**src/rtl/smb_alert_pkg.sv**
```systemverilog
package smb_alert_pkg;
  typedef enum logic [2:0] {
    RS_IDLE,
    RS_ADDR,
    RS_ACK,
    RS_SEND,
    RS_MACK
  } resp_state_t;
endpackage

```
**src/rtl/sar_bus_sense.sv**
```systemverilog
module sar_bus_sense #(
  parameter int SYNC = 2
) (
  input  logic clk,
  input  logic rst,
  input  logic scl_in,
  input  logic sda_in,
  output logic sda_lvl,
  output logic scl_rise,
  output logic scl_fall,
  output logic start_det,
  output logic stop_det
);
  logic [SYNC-1:0] scl_sr, sda_sr;
  logic scl_prev, sda_prev, scl_now;

  always_ff @(posedge clk) begin
    if (rst) begin
      scl_sr   <= '1;
      sda_sr   <= '1;
      scl_prev <= 1'b1;
      sda_prev <= 1'b1;
    end else begin
      scl_sr   <= {scl_sr[SYNC-2:0], scl_in};
      sda_sr   <= {sda_sr[SYNC-2:0], sda_in};
      scl_prev <= scl_sr[SYNC-1];
      sda_prev <= sda_sr[SYNC-1];
    end
  end

  assign scl_now   = scl_sr[SYNC-1];
  assign sda_lvl   = sda_sr[SYNC-1];
  assign scl_rise  = scl_now & ~scl_prev;
  assign scl_fall  = ~scl_now & scl_prev;
  assign start_det = scl_now & scl_prev & sda_prev & ~sda_lvl;
  assign stop_det  = scl_now & scl_prev & ~sda_prev & sda_lvl;
endmodule

```
**src/rtl/sar_alert_latch.sv**
```systemverilog
module sar_alert_latch #(
  parameter int VW = 12
) (
  input  logic                 clk,
  input  logic                 rst,
  input  logic                 int_mode,
  input  logic                 smp_valid,
  input  logic signed [VW-1:0] smp_val,
  input  logic signed [VW-1:0] lim_hi,
  input  logic signed [VW-1:0] lim_lo,
  input  logic                 clr_win,
  input  logic                 clr_read,
  output logic                 alert_q,
  output logic                 cause_q
);
  logic hit_hi, hit_lo, set_evt;

  assign hit_hi  = smp_val >= lim_hi;
  assign hit_lo  = smp_val < lim_lo;
  assign set_evt = int_mode & smp_valid & (hit_hi | hit_lo);

  always_ff @(posedge clk) begin
    if (rst) begin
      alert_q <= 1'b0;
      cause_q <= 1'b0;
    end else if (!int_mode) begin
      alert_q <= 1'b0;
    end else if (set_evt) begin
      alert_q <= 1'b1;
      cause_q <= hit_hi;
    end else if (clr_win || clr_read) begin
      alert_q <= 1'b0;
    end
  end

  p_hi_sets_r1: assert property (@(posedge clk) disable iff (rst)
    (int_mode && smp_valid && (smp_val >= lim_hi)) |=> (alert_q && cause_q));
  p_lo_sets_r2: assert property (@(posedge clk) disable iff (rst)
    (int_mode && smp_valid && (smp_val < lim_lo) && !(smp_val >= lim_hi)) |=> (alert_q && !cause_q));
  p_mode_off_r3: assert property (@(posedge clk) disable iff (rst)
    !int_mode |=> !alert_q);
  p_clear_r4: assert property (@(posedge clk) disable iff (rst)
    ((clr_win || clr_read) && !(smp_valid && ((smp_val >= lim_hi) || (smp_val < lim_lo)))) |=> !alert_q);
endmodule

```
**src/rtl/sar_responder.sv**
```systemverilog
module sar_responder
  import smb_alert_pkg::*;
#(
  parameter int          AW  = 7,
  parameter logic [7:0]  CMD = 8'h19
) (
  input  logic          clk,
  input  logic          rst,
  input  logic          sda_lvl,
  input  logic          scl_rise,
  input  logic          scl_fall,
  input  logic          start_det,
  input  logic          stop_det,
  input  logic          alert_act,
  input  logic          cause,
  input  logic [AW-1:0] own_addr,
  output logic          sda_oe,
  output logic          win_pulse
);
  localparam int BW = AW + 1;
  localparam int CW = $clog2(BW + 1);
  localparam logic [CW-1:0] LAST = CW'(BW - 1);
  localparam logic [CW-1:0] FULL = CW'(BW);

  resp_state_t   state_q;
  logic [CW-1:0] cnt_q;
  logic [BW-1:0] sh_q;
  logic          lost_q;

  always_ff @(posedge clk) begin
    if (rst) begin
      state_q   <= RS_IDLE;
      cnt_q     <= '0;
      sh_q      <= '0;
      sda_oe    <= 1'b0;
      lost_q    <= 1'b0;
      win_pulse <= 1'b0;
    end else begin
      win_pulse <= 1'b0;
      if (stop_det) begin
        state_q <= RS_IDLE;
        sda_oe  <= 1'b0;
        lost_q  <= 1'b0;
      end else if (start_det) begin
        state_q <= RS_ADDR;
        cnt_q   <= '0;
        sda_oe  <= 1'b0;
        lost_q  <= 1'b0;
      end else begin
        case (state_q)
          RS_ADDR: begin
            if (scl_rise) begin
              sh_q  <= {sh_q[BW-2:0], sda_lvl};
              cnt_q <= cnt_q + 1'b1;
            end else if (scl_fall && cnt_q == FULL) begin
              if (sh_q == CMD && alert_act) begin
                state_q <= RS_ACK;
                sda_oe  <= 1'b1;
              end else begin
                state_q <= RS_IDLE;
              end
            end
          end
          RS_ACK: begin
            if (scl_fall) begin
              state_q <= RS_SEND;
              sh_q    <= {own_addr, cause};
              sda_oe  <= ~own_addr[AW-1];
              cnt_q   <= '0;
              lost_q  <= 1'b0;
            end
          end
          RS_SEND: begin
            if (scl_rise) begin
              if (!lost_q && sh_q[BW-1] && !sda_lvl) lost_q <= 1'b1;
            end else if (scl_fall) begin
              if (cnt_q == LAST) begin
                state_q <= RS_MACK;
                sda_oe  <= 1'b0;
              end else begin
                sh_q   <= {sh_q[BW-2:0], 1'b0};
                cnt_q  <= cnt_q + 1'b1;
                sda_oe <= ~lost_q & ~sh_q[BW-2];
              end
            end
          end
          RS_MACK: begin
            if (scl_fall) begin
              state_q   <= RS_IDLE;
              win_pulse <= ~lost_q;
            end
          end
          default: ;
        endcase
      end
    end
  end

  p_ack_entry_r5: assert property (@(posedge clk) disable iff (rst)
    (state_q == RS_ACK && $past(state_q) != RS_ACK) |-> $past(alert_act));
  p_lost_quiet_r7: assert property (@(posedge clk) disable iff (rst)
    lost_q |-> !sda_oe);
  p_win_clean_r8: assert property (@(posedge clk) disable iff (rst)
    win_pulse |-> $past(!lost_q));
  p_stop_release_r9: assert property (@(posedge clk) disable iff (rst)
    stop_det |=> !sda_oe);
endmodule

```
**src/rtl/smb_alert_resp.sv**
```systemverilog
module smb_alert_resp #(
  parameter int         VW  = 12,
  parameter int         AW  = 7,
  parameter int         SYNC = 2,
  parameter logic [7:0] CMD = 8'h19
) (
  input  logic                 clk,
  input  logic                 rst,
  input  logic                 scl_in,
  input  logic                 sda_in,
  output logic                 sda_pull,
  output logic                 alert_pull,
  input  logic                 int_mode,
  input  logic                 smp_valid,
  input  logic signed [VW-1:0] smp_value,
  input  logic signed [VW-1:0] lim_hi,
  input  logic signed [VW-1:0] lim_lo,
  input  logic                 rd_clear,
  input  logic [AW-1:0]        own_addr
);
  logic sda_lvl, scl_rise, scl_fall, start_det, stop_det;
  logic alert_q, cause_q, win_pulse;

  sar_bus_sense #(.SYNC(SYNC)) u_sense (
    .clk(clk), .rst(rst), .scl_in(scl_in), .sda_in(sda_in),
    .sda_lvl(sda_lvl), .scl_rise(scl_rise), .scl_fall(scl_fall),
    .start_det(start_det), .stop_det(stop_det)
  );

  sar_alert_latch #(.VW(VW)) u_latch (
    .clk(clk), .rst(rst), .int_mode(int_mode), .smp_valid(smp_valid),
    .smp_val(smp_value), .lim_hi(lim_hi), .lim_lo(lim_lo),
    .clr_win(win_pulse), .clr_read(rd_clear),
    .alert_q(alert_q), .cause_q(cause_q)
  );

  sar_responder #(.AW(AW), .CMD(CMD)) u_resp (
    .clk(clk), .rst(rst), .sda_lvl(sda_lvl), .scl_rise(scl_rise),
    .scl_fall(scl_fall), .start_det(start_det), .stop_det(stop_det),
    .alert_act(alert_q), .cause(cause_q), .own_addr(own_addr),
    .sda_oe(sda_pull), .win_pulse(win_pulse)
  );

  assign alert_pull = alert_q;
endmodule

```
**config.mk**
```make
export PLATFORM = sky130hd
export DESIGN_NAME = smb_alert_resp
export DESIGN_NICKNAME = d
export VERILOG_FILES = /design/src/rtl/smb_alert_pkg.sv /design/src/rtl/sar_bus_sense.sv /design/src/rtl/sar_alert_latch.sv /design/src/rtl/sar_responder.sv /design/src/rtl/smb_alert_resp.sv
export SDC_FILE = /design/constraint.sdc
export NUM_CORES = 1
export LEC_CHECK = 0
export BUFFER_PORTS_ARGS = -buffer_cell sky130_fd_sc_hd__buf_2
export CORE_AREA = 2 2 65 67
export CTS_BUF_LIST = sky130_fd_sc_hd__clkbuf_8
export DETAILED_ROUTE_END_ITERATION = 8
export DIE_AREA = 0 0 67 69
export PLACE_DENSITY = 0.8
export SLEW_MARGIN = 20
export SYNTH_ARGS = -nofsm -noshare
export SYNTH_HDL_FRONTEND = slang
export SYNTH_HIERARCHICAL = 1
export SYNTH_SLANG_ARGS = --single-unit
```
**constraint.sdc**
```tcl
create_clock -name clk -period 2 [get_ports clk]
set_clock_uncertainty 0.15 [all_clocks]
set_input_delay 0.3 -clock clk [delete_from_list [all_inputs] [get_ports clk]]
set_output_delay 0.3 -clock clk [all_outputs]
set_load 0.005 [all_outputs]
```
==> results of run 1 <==
[state kept, by name, summed over array words and instances, names as in the netlist, 2 cells and up]
signal / flops
u_sense/scl_sr: 2
u_resp/state_q: 3
u_sense/sda_sr: 2
u_resp/sh_q: 8
u_resp/cnt_q: 4
[layer usage]
| metal | share of wire | track usage | vias to the layer above |
|---|---|---|---|
| met5 | 0 | 0 | - |
| met4 | 0.017 | 0.0658 | 0 |
| met3 | 0.050 | 0.0326 | 10 |
| met2 | 0.47 | 0.375 | 65 |
| met1 | 0.46 | 0.306 | 920 |
| li1 | - | - | 1006 |
[report_power, final]
part | total (mW) | internal, mW | switching [mW] | leakage, nW
logic | 0.220 | 0.108 | 0.112 | 0.941
clock network | 0.292 | 0.135 | 0.157 | 0.0216
registers | 0.535 | 0.527 | 0.00824 | 0.211
[per-stage QoR]
stage               total power, mW  worst slack, ns  TNS, ns  utilization  instances
finish                         1.05           0.0721        0        0.635        348
CTS                            1.05           0.0177        0        0.626        347
global placement              0.758           0.0259        0        0.615        344
floorplan                     0.674            0.234        0            -        242
detailed placement            0.764          -0.0105  -0.0105        0.615        344
global route                   1.11           0.0361        0        0.635        348
[worst paths after layout]
kind,from,end,depth (start not counted)
worst max-delay path,u_resp/state_q[1]$_SDFFE_PP0P_,u_resp/cnt_q[1]$_SDFFE_PP0P_,5
worst min-delay path,scl_in,u_sense/scl_sr[0]$_SDFF_PP1_,2
worst max register to register,u_resp/state_q[1]$_SDFFE_PP0P_,u_resp/cnt_q[1]$_SDFFE_PP0P_,5
worst min register to register,u_sense/sda_sr[0]$_SDFF_PP1_,u_sense/sda_sr[1]$_SDFF_PP1_,1
[cells in the final DEF (no fill, tap or decap), types with 4 or more instances in the layout]
cell type  instances
buf_2             51
inv_1             32
dfxtp_1           26
ha_1              25
nand2_1           14
nor2_1            11
nor3_1            11
a31oi_1           11
buf_4             10
a21oi_1            9
mux2_1             7
nor4_1             7
o21ai_0            6
or2_1              6
nand4_1            4
nor2b_1            4
and4b_1            4
[cells by family (layout without fill, tap and decap cells)]
group                      count (synthesis)  after routing  share of synthesized area
muxes                                     12             12                     0.0651
buffers and inverters                     41             97                     0.0868
DFF                                       26             26                      0.251
AOI/OAI and AO/OA                         54             54                      0.205
and+or+nand+nor                           84             84                      0.242
adders and majority gates                 25             25                      0.151
[synthesized netlist by cell type (all sizes together) (3+ instances only)]
| cell | number |
|---|---|
| nor2b | 6 |
| buf | 7 |
| nand3b | 3 |
| a211oi | 3 |
| or2 | 6 |
| inv | 32 |
| nand3 | 3 |
| dfxtp | 26 |
| mux2i | 3 |
| ha | 25 |
| and4b | 4 |
| nand2 | 15 |
| a21oi | 9 |
| mux2 | 9 |
| nor3 | 13 |
| a31oi | 11 |
| nand4 | 4 |
| nor2 | 12 |
| nor4 | 8 |
| a21o | 3 |
| o21ai | 7 |
[critical path, stage by stage (launching register included)]
cell	delay, ns
dfxtp_1	0.50
buf_4	0.20
nand2_1	0.08
mux2_4	0.34
or4_4	0.50
o211ai_2	0.08
[layout make-up]
cell class	instances	area, um^2
Inverter	32	120
Sequential cell	26	520
Timing Repair Buffer	62	350
Clock buffer	3	41.3
Fill cell	352	1430
Multi-Input combinational cell	175	1390
Tap cell	50	62.6
[what timing repair did]
item	4_1_cts	5_1_grt
hold buffers	0	0
resized for setup	0	4
endpoints found under the hold margin	0	0
setup endpoints to repair	0	12
setup buffers	0	1
==> metrics, run 1 <==
Starting Density=0.530; clk sink count=26; Slew headroom=0.639; Top FF cell, synth=dfxtp_1; total grt overflow=0; layout cell share with drive strength beyond 1=0.285; Final Hold Viols=0; die span in x=67 um; Critical Path RT=slightly above 2 ns; Hold WS=between 0.05 and 0.06 ns; Die Ht=69 um; # rows=23; routed len/inst=~14 um; Reg clk slew, reported paths=around 0.090 ns; outcome=finished, final reports clean; Critical Path End Type=flip-flop; placed cell area=roughly 2400 um^2; Antenna diodes=0; crit path max fanout=11; leading area contributor after synthesis=dfxtp_1; Leak Pwr=1.17 nW; Pre-antenna DRT Iters=4; clock tree buffer depth=2; Mapped Cells=242; #FFs+latches synth=26; RSZ-0062 raised after global routing=false; first-pass GRT wire length=between 8 and 9 mm; post-route ant nets=0; Worst EP arrival=roughly 2 ns; Num CTS Buffers=3; Worst R2R Setup Slack=approximately 0.072 ns; Yosys warnings=6; Final Max Tran Viols=0; Core ar.=between 3000 and 4000 um^2; worst slew pin tran=0.538 ns; Post-Syn Area=2080 um^2; vias per std cell=roughly 5.8; Unique masters post-synth=slightly below 60; post-synthesis sequential area ratio=0.251; P&R area growth vs syn=19.8%; CP Launch Type=flip-flop; vias post-DR=about 2,000; final net count=approximately 380; clock latency at the later pin of the worst-skew pair=roughly 0.27 ns; hold crit path type=in2reg; DRC errors left=0; Mean Syn Cell Area=around 8.6 um^2; pin count of the biggest net entering global routing=20; IO Port Bufs=~50; Post-synth ARST share=0; DIE AREA=~4600 um^2; Synth area leaders=dfxtp_1 (25%), ha_1 (15%), inv_1 (5.8%); VDD IR max=between 0.0003 and 0.0004 V; Syn Nets=317; Global Route Usage Sum=0.228; Peak Freq=slightly above 500 MHz; Cell Pwr Density=approximately 420 nW/um^2; max-cap check violation count=0; antenna violations before repair=0; min Tclk post-route=1.93 ns; critical path class=reg2reg; Top Ports=52; HPWL after DPL=just under 4 mm; H-Tree Depth=1; share of the synthesized area in the top cell type=0.251; number of synthesized flops with an enable pin=0; Placer Congestion=between 0.8 and 0.9; final instance area=about 2500 um^2; initial DRC count=about 110; drt total wl=between 4 and 5 mm; CTS tree=yes; vias in the first global route=between 1,500 and 2,000; final worst path period share=0.964; Clk Tree Root Cell=clkbuf_8; final setup violation count=0
Note: power is estimated with default switching activity, not from simulation.
==> run 2: changes to the inputs <==
Settings changed: CORE_AREA 2 2 65 67 to 2 2 62 64, DIE_AREA 0 0 67 69 to 0 0 64 66, PLACE_DENSITY 0.8 to 0.87.
Clock period 2 ns to 2.35 ns, I/O delays scaled along.
==> run 2 against run 1 <==
Global-route usage increased by 0.31 points; combinational power is 17% lower; worst setup slack better by 0.21 ns; largest power group unchanged; sequential power decreased by 15%; register-to-register slack improved by 0.21 ns; routed wire length down 8.3%; critical endpoint is now u_resp/cnt_q[2]$_SDFFE_PP0P_; clock power decreased by 2%; final area is 2.2% lower.
==> metrics, run 2 (same netlist as run 1, synthesis figures left out) <==
outcome=finished, final reports clean (unchanged); Final Hold Viols=0 (unchanged); cts repair resizes=0 (unchanged); area of the multi-input gates=1380 um^2 (was 1390 um^2); Crit-path slowest cell=nor2_1 (was dfxtp_1); Critical Path Max Stage Delay=0.67 ns (was 0.50 ns); DRC errors left=0 (unchanged); first-pass GRT wire length=7.94 mm (was 8.51 mm); clock latency at the later pin of the worst-skew pair=0.27 ns (about the same); WP buf/inv=0 (was 1); P&R area growth vs syn=17.1% (was 19.8%); Most flops, register=u_resp/sh_q (unchanged); critical path class=reg2reg (unchanged); max-cap check violation count=0 (unchanged); final worst path period share=0.879 (was 0.964); DIE AREA=4220 um^2 (was 4620 um^2); most common cell after layout, fill and taps aside=buf_2 (unchanged); worst slew pin tran=0.814 ns (was 0.538 ns); crit-path cells=ha_1 -> nand3b_1 -> nor2_1 -> o41ai_4 -> a31oi_1 (was buf_4 -> nand2_1 -> mux2_4 -> or4_4 -> o211ai_2); vias post-DR=1,949 (was 2,001); Total Power=0.924 mW (was 1.05 mW); RSZ-0062 raised after global routing=false (unchanged); Starting Density=0.585 (was 0.530); Final Util=0.685 (was 0.635); drt total wl=4.46 mm (was 4.87 mm); Top delay family on crit path=simple AND/OR/NAND/NOR gates (unchanged); crit path max fanout=11 (unchanged); pin count of the biggest net entering global routing=24 (was 20); Num CTS Buffers=3 (unchanged); vias in the first global route=1,869 (was 1,961); Placer Congestion=0.858 (was 0.859); CP Launch Type=flip-flop (unchanged); Clk Tree Root Cell=clkbuf_8 (unchanged); Critical Path RT=2.40 ns (was 2.06 ns); largest registers=u_resp/sh_q: 8 flops, u_resp/cnt_q: 4 flops, u_resp/state_q: 3 flops (unchanged); Fill cells=301 (was 352); post-route ant nets=0 (unchanged); IO Port Bufs=51 (unchanged); Slew headroom=0.455 (was 0.639); final setup TNS=0 ns (unchanged); min Tclk post-route=2.06 ns (was 1.93 ns); layout cell share with drive strength beyond 1=0.262 (was 0.285); Top Ports=52 (unchanged); Leak Pwr=1.15 nW (was 1.17 nW); clk sink count=26 (unchanged); CTS tree=yes (unchanged); Worst EP arrival=2.12 ns (was 1.98 ns); Peak Freq=484 MHz (was 519 MHz); # Post-CTS Setup Buffers=0 (unchanged); Antenna diodes=0 (unchanged); Die Ht=66 um (was 69 um); initial DRC count=118 (was 105); Reg clk slew, reported paths=0.09 ns (about the same); H-Tree Depth=1 (unchanged); Critical Path End Type=flip-flop (unchanged); Final Max Tran Viols=0 (unchanged); VDD IR max=0.000457 V (was 0.000329 V); total grt overflow=0 (unchanged); antenna violations before repair=0 (unchanged); # hold bufs at CTS=0 (unchanged); die span in x=64 um (was 67 um); final setup violation count=0 (unchanged); max FFs per register=8 (unchanged); # rows=22 (was 23); most frequent cells in the layout=buf_2 (51), inv_1 (32), dfxtp_1 (26) (unchanged); Core ar.=3550 um^2 (was 3910 um^2); Global Route Usage Sum=0.231 (was 0.228); final net count=370 (was 375); Cell Pwr Density=380 nW/um^2 (was 421 nW/um^2); clock tree buffer depth=2 (unchanged); Pre-antenna DRT Iters=4 (unchanged); HPWL after DPL=3.58 mm (was 3.94 mm); register area=520 um^2 (unchanged); routed len/inst=13.1 um (was 14.0 um); vias per std cell=5.70 (was 5.75); hold crit path type=in2reg (unchanged)
[run 2: cell count changes in the layout (fill, tap and decap cells not counted), sizes merged]
cell    change
buf         -5
clkbuf      +1
[run 2: metal layers]
metal  vias to the layer above  GRT usage  routed length (um)
met5                         -          0                   0
met3                         4     0.0409                 244
li1                        995          -                   -
met1                       901      0.293                2010
met2                        49      0.422                2170
met4                         0     0.0245                  40
[run 2: metrics by stage]
step / std cells / area (um^2) / setup WS [ns] / hold WS [ns]
floorplan: 242 / 2080 / 0.531 / 0.233
global placement: 338 / 2380 / 0.305 / 0.235
detailed placement: 338 / 2380 / 0.253 / 0.239
CTS: 342 / 2430 / 0.299 / 0.109
global route: 342 / 2430 / 0.105 / 0.109
finish: 342 / 2430 / 0.285 / 0.112
[run 2: final cells by class]
type / count / area share
multi-input cells: 175 / 0.566
flip-flops and latches: 26 / 0.214
repair buffers: 57 / 0.124
inverters: 32 / 0.0494
well taps: 48 / 0.0247
clock buffers: 4 / 0.0226
[run 2: path summary, 6_finish.rpt]
| kind | from | to | slack, ns | depth (start not counted) |
|---|---|---|---|---|
| worst max-delay path | u_resp/cnt_q[1]$_SDFFE_PP0P_ | u_resp/cnt_q[2]$_SDFFE_PP0P_ | 0.29 | 5 |
| worst min-delay path | scl_in | u_sense/scl_sr[0]$_SDFF_PP1_ | 0.11 | 2 |
| worst max register to register | u_resp/cnt_q[1]$_SDFFE_PP0P_ | u_resp/cnt_q[2]$_SDFFE_PP0P_ | 0.29 | 5 |
| worst min register to register | u_sense/scl_sr[0]$_SDFF_PP1_ | u_sense/scl_sr[1]$_SDFF_PP1_ | 0.26 | 1 |
[run 2: where the power goes]
part           internal, mW  leakage, nW  switching [mW]
Clock                 0.150       0.0288           0.137
Combinational        0.0885        0.912          0.0941
Sequential            0.448        0.211         0.00587
Total                 0.687         1.15           0.237
==> run 3: changes to the inputs <==
Settings changed: CORE_AREA 2 2 62 64 to 2 2 81 83, DIE_AREA 0 0 64 66 to 0 0 83 85, PLACE_DENSITY 0.87 to unset.
==> run 3 against run 2 <==
Worst hold slack got worse by 0.013 ns; register-to-register slack got worse by 0.02 ns; non-clock buffer count unchanged; utilization decreased by 29 points; cell count increased by 8.5%; final area increased by 1.5%; routed wire length increased by 10%; maximum frequency decreased by 1.1%; flip-flop and latch count unchanged; sequential power about the same; largest cell class unchanged; die area increased by 67%.
==> metrics, run 3 (same netlist as run 1, synthesis figures left out) <==
Top Ports=52 (unchanged); max-cap check violation count=0 (unchanged); clock tree buffer depth=2 (unchanged); Clk Tree Root Cell=clkbuf_8 (unchanged); Num CTS Buffers=3 (unchanged); final setup violation count=0 (unchanged); crit path max fanout=11 (unchanged); RSZ-0062 raised after global routing=false (unchanged); most common cell after layout, fill and taps aside=buf_2 (unchanged); # hold bufs at CTS=0 (unchanged); Worst R2R Setup Slack=0.26 ns (was 0.29 ns); Antenna diodes=0 (unchanged); Die Ht=85 um (was 66 um); Final Hold Viols=0 (unchanged); Core ar.=6200 um^2 (was 3550 um^2); critical path class=reg2reg (unchanged); Global Route Usage Sum=0.148 (was 0.231); die span in x=83 um (was 64 um); CP Launch Type=flip-flop (unchanged); VDD IR max=0.000258 V (was 0.000457 V); Fill cells=635 (was 301); hold endpoint=u_sense/scl_sr[0]$_SDFF_PP1_ (unchanged); DIE AREA=7060 um^2 (was 4220 um^2); initial DRC count=64 (was 118); post-route ant nets=0 (unchanged); worst r2r path cells=5 (unchanged); crit-path cells=ha_1 -> nand3b_1 -> nor2_1 -> or4_4 -> o211ai_2 (was ha_1 -> nand3b_1 -> nor2_1 -> o41ai_4 -> a31oi_1); Placer Congestion=0.842 (was 0.858); cts repair resizes=0 (unchanged); routed len/inst=13.2 um (was 13.1 um); setup ws final=0.263 ns (was 0.285 ns); Critical Path RT=2.36 ns (was 2.40 ns); pin count of the biggest net entering global routing=24 (unchanged); global route hottest layer=met2 (unchanged); final worst path period share=0.888 (was 0.879); CTS tree=yes (unchanged); DRC errors left=0 (unchanged); worst slew pin tran=0.869 ns (was 0.814 ns); largest registers=u_resp/sh_q: 8 flops, u_resp/cnt_q: 4 flops, u_resp/state_q: 3 flops (unchanged); met3 GRT Util=0.0214 (was 0.0409); HPWL after DPL=3.91 mm (was 3.58 mm); final setup TNS=0 ns (unchanged); Crit. path cell count=5 (unchanged); Worst EP arrival=2.10 ns (was 2.12 ns); Crit Reg-Reg Startpoint=u_resp/cnt_q[1]$_SDFFE_PP0P_ (unchanged); Leak Pwr=1.15 nW (unchanged); antenna violations before repair=0 (unchanged); Critical Path Max Stage Delay=0.70 ns (was 0.67 ns); first-pass GRT wire length=8.85 mm (was 7.94 mm); max FFs per register=8 (unchanged); Peak Freq=479 MHz (was 484 MHz); hold crit path type=in2reg (unchanged); clock latency at the later pin of the worst-skew pair=0.28 ns (was 0.27 ns); P&R area growth vs syn=18.9% (was 17.1%); Starting Density=0.335 (was 0.585); most frequent cells in the layout=buf_2 (51), inv_1 (32), dfxtp_1 (26) (unchanged); Final Max Tran Viols=0 (unchanged); IO Port Bufs=51 (unchanged); Top delay family on crit path=simple AND/OR/NAND/NOR gates (unchanged); # rows=29 (was 22); vias per std cell=5.18 (was 5.70); clk sink count=26 (unchanged); hold path depth=2 (unchanged); M2 GR Usage=0.257 (was 0.422); Most flops, register=u_resp/sh_q (unchanged); # Post-CTS Setup Buffers=0 (unchanged); Cell Pwr Density=380 nW/um^2 (about the same); H-Tree Depth=1 (unchanged); total grt overflow=0 (unchanged); vias post-DR=1,922 (was 1,949); min-delay src=scl_in (unchanged); Reg clk slew, reported paths=0.09 ns (about the same); Slew headroom=0.419 (was 0.455); drt total wl=4.91 mm (was 4.46 mm); vias in the first global route=1,972 (was 1,869); Crit-path slowest cell=nor2_1 (unchanged); Critical Path End Type=flip-flop (unchanged); min Tclk post-route=2.09 ns (was 2.06 ns); dpl ws=0.273 ns (was 0.253 ns); WP buf/inv=0 (unchanged); layout cell share with drive strength beyond 1=0.262 (unchanged); outcome=finished, final reports clean (unchanged); final net count=370 (unchanged); r2r endpoint=u_resp/cnt_q[1]$_SDFFE_PP0P_ (was u_resp/cnt_q[2]$_SDFFE_PP0P_); met1 GRT Util=0.195 (was 0.293); Pre-antenna DRT Iters=4 (unchanged)
[run 3: layout make-up]
type                       instances  area, um^2  share of cell area
sequential                        26         520               0.211
inverter                          32         120              0.0487
timing repair buffer              57         300               0.122
multi-input combinational        175        1380               0.557
tap                               77        96.3              0.0390
clock buffer                       4        55.1              0.0223
[run 3: how the worst max path moves through the flow]
stage | start | end
finish | u_resp/cnt_q[1]$_SDFFE_PP0P_ | u_resp/cnt_q[1]$_SDFFE_PP0P_
global route | u_resp/cnt_q[1]$_SDFFE_PP0P_ | u_resp/sh_q[5]$_SDFFE_PP0P_
CTS | u_resp/cnt_q[1]$_SDFFE_PP0P_ | u_resp/cnt_q[1]$_SDFFE_PP0P_
detailed placement | lim_hi[9] | u_latch/alert_q$_SDFFE_PP0P_
global placement | lim_lo[11] | u_latch/alert_q$_SDFFE_PP0P_
floorplan | lim_lo[9] | u_latch/alert_q$_SDFFE_PP0P_
[run 3: metrics by stage]
stage               hold slack (ns)   util  total power [mW]  std cells  instance area, um^2
global route                  0.104  0.398              1.00        371                 2470
floorplan                     0.233      -             0.573        242                 2080
detailed placement            0.239  0.389             0.651        367                 2410
finish                       0.0986  0.398             0.938        371                 2470
global placement              0.234  0.389             0.647        367                 2410
CTS                          0.0856  0.398             0.953        371                 2470
[run 3: layer usage]
layer	share of wire	vias up	routed length [um]
li1	-	996	-
met1	0.49	892	2380
met2	0.48	28	2360
met3	0.024	6	117
met4	0.010	0	49
met5	0	-	0
[run 3: worst reg2reg max path, stage by stage, from the launching register on]
cell	delay (ns)
dfxtp_1	0.41
ha_1	0.23
nand3b_1	0.14
nor2_1	0.70
or4_4	0.27
o211ai_2	0.08
[run 3: where the power goes]
part / leakage, nW / internal, mW / switching [mW]
logic: 0.912 / 0.0892 / 0.0981
registers: 0.211 / 0.448 / 0.00618
clock network: 0.0288 / 0.150 / 0.146
total: 1.15 / 0.688 / 0.251
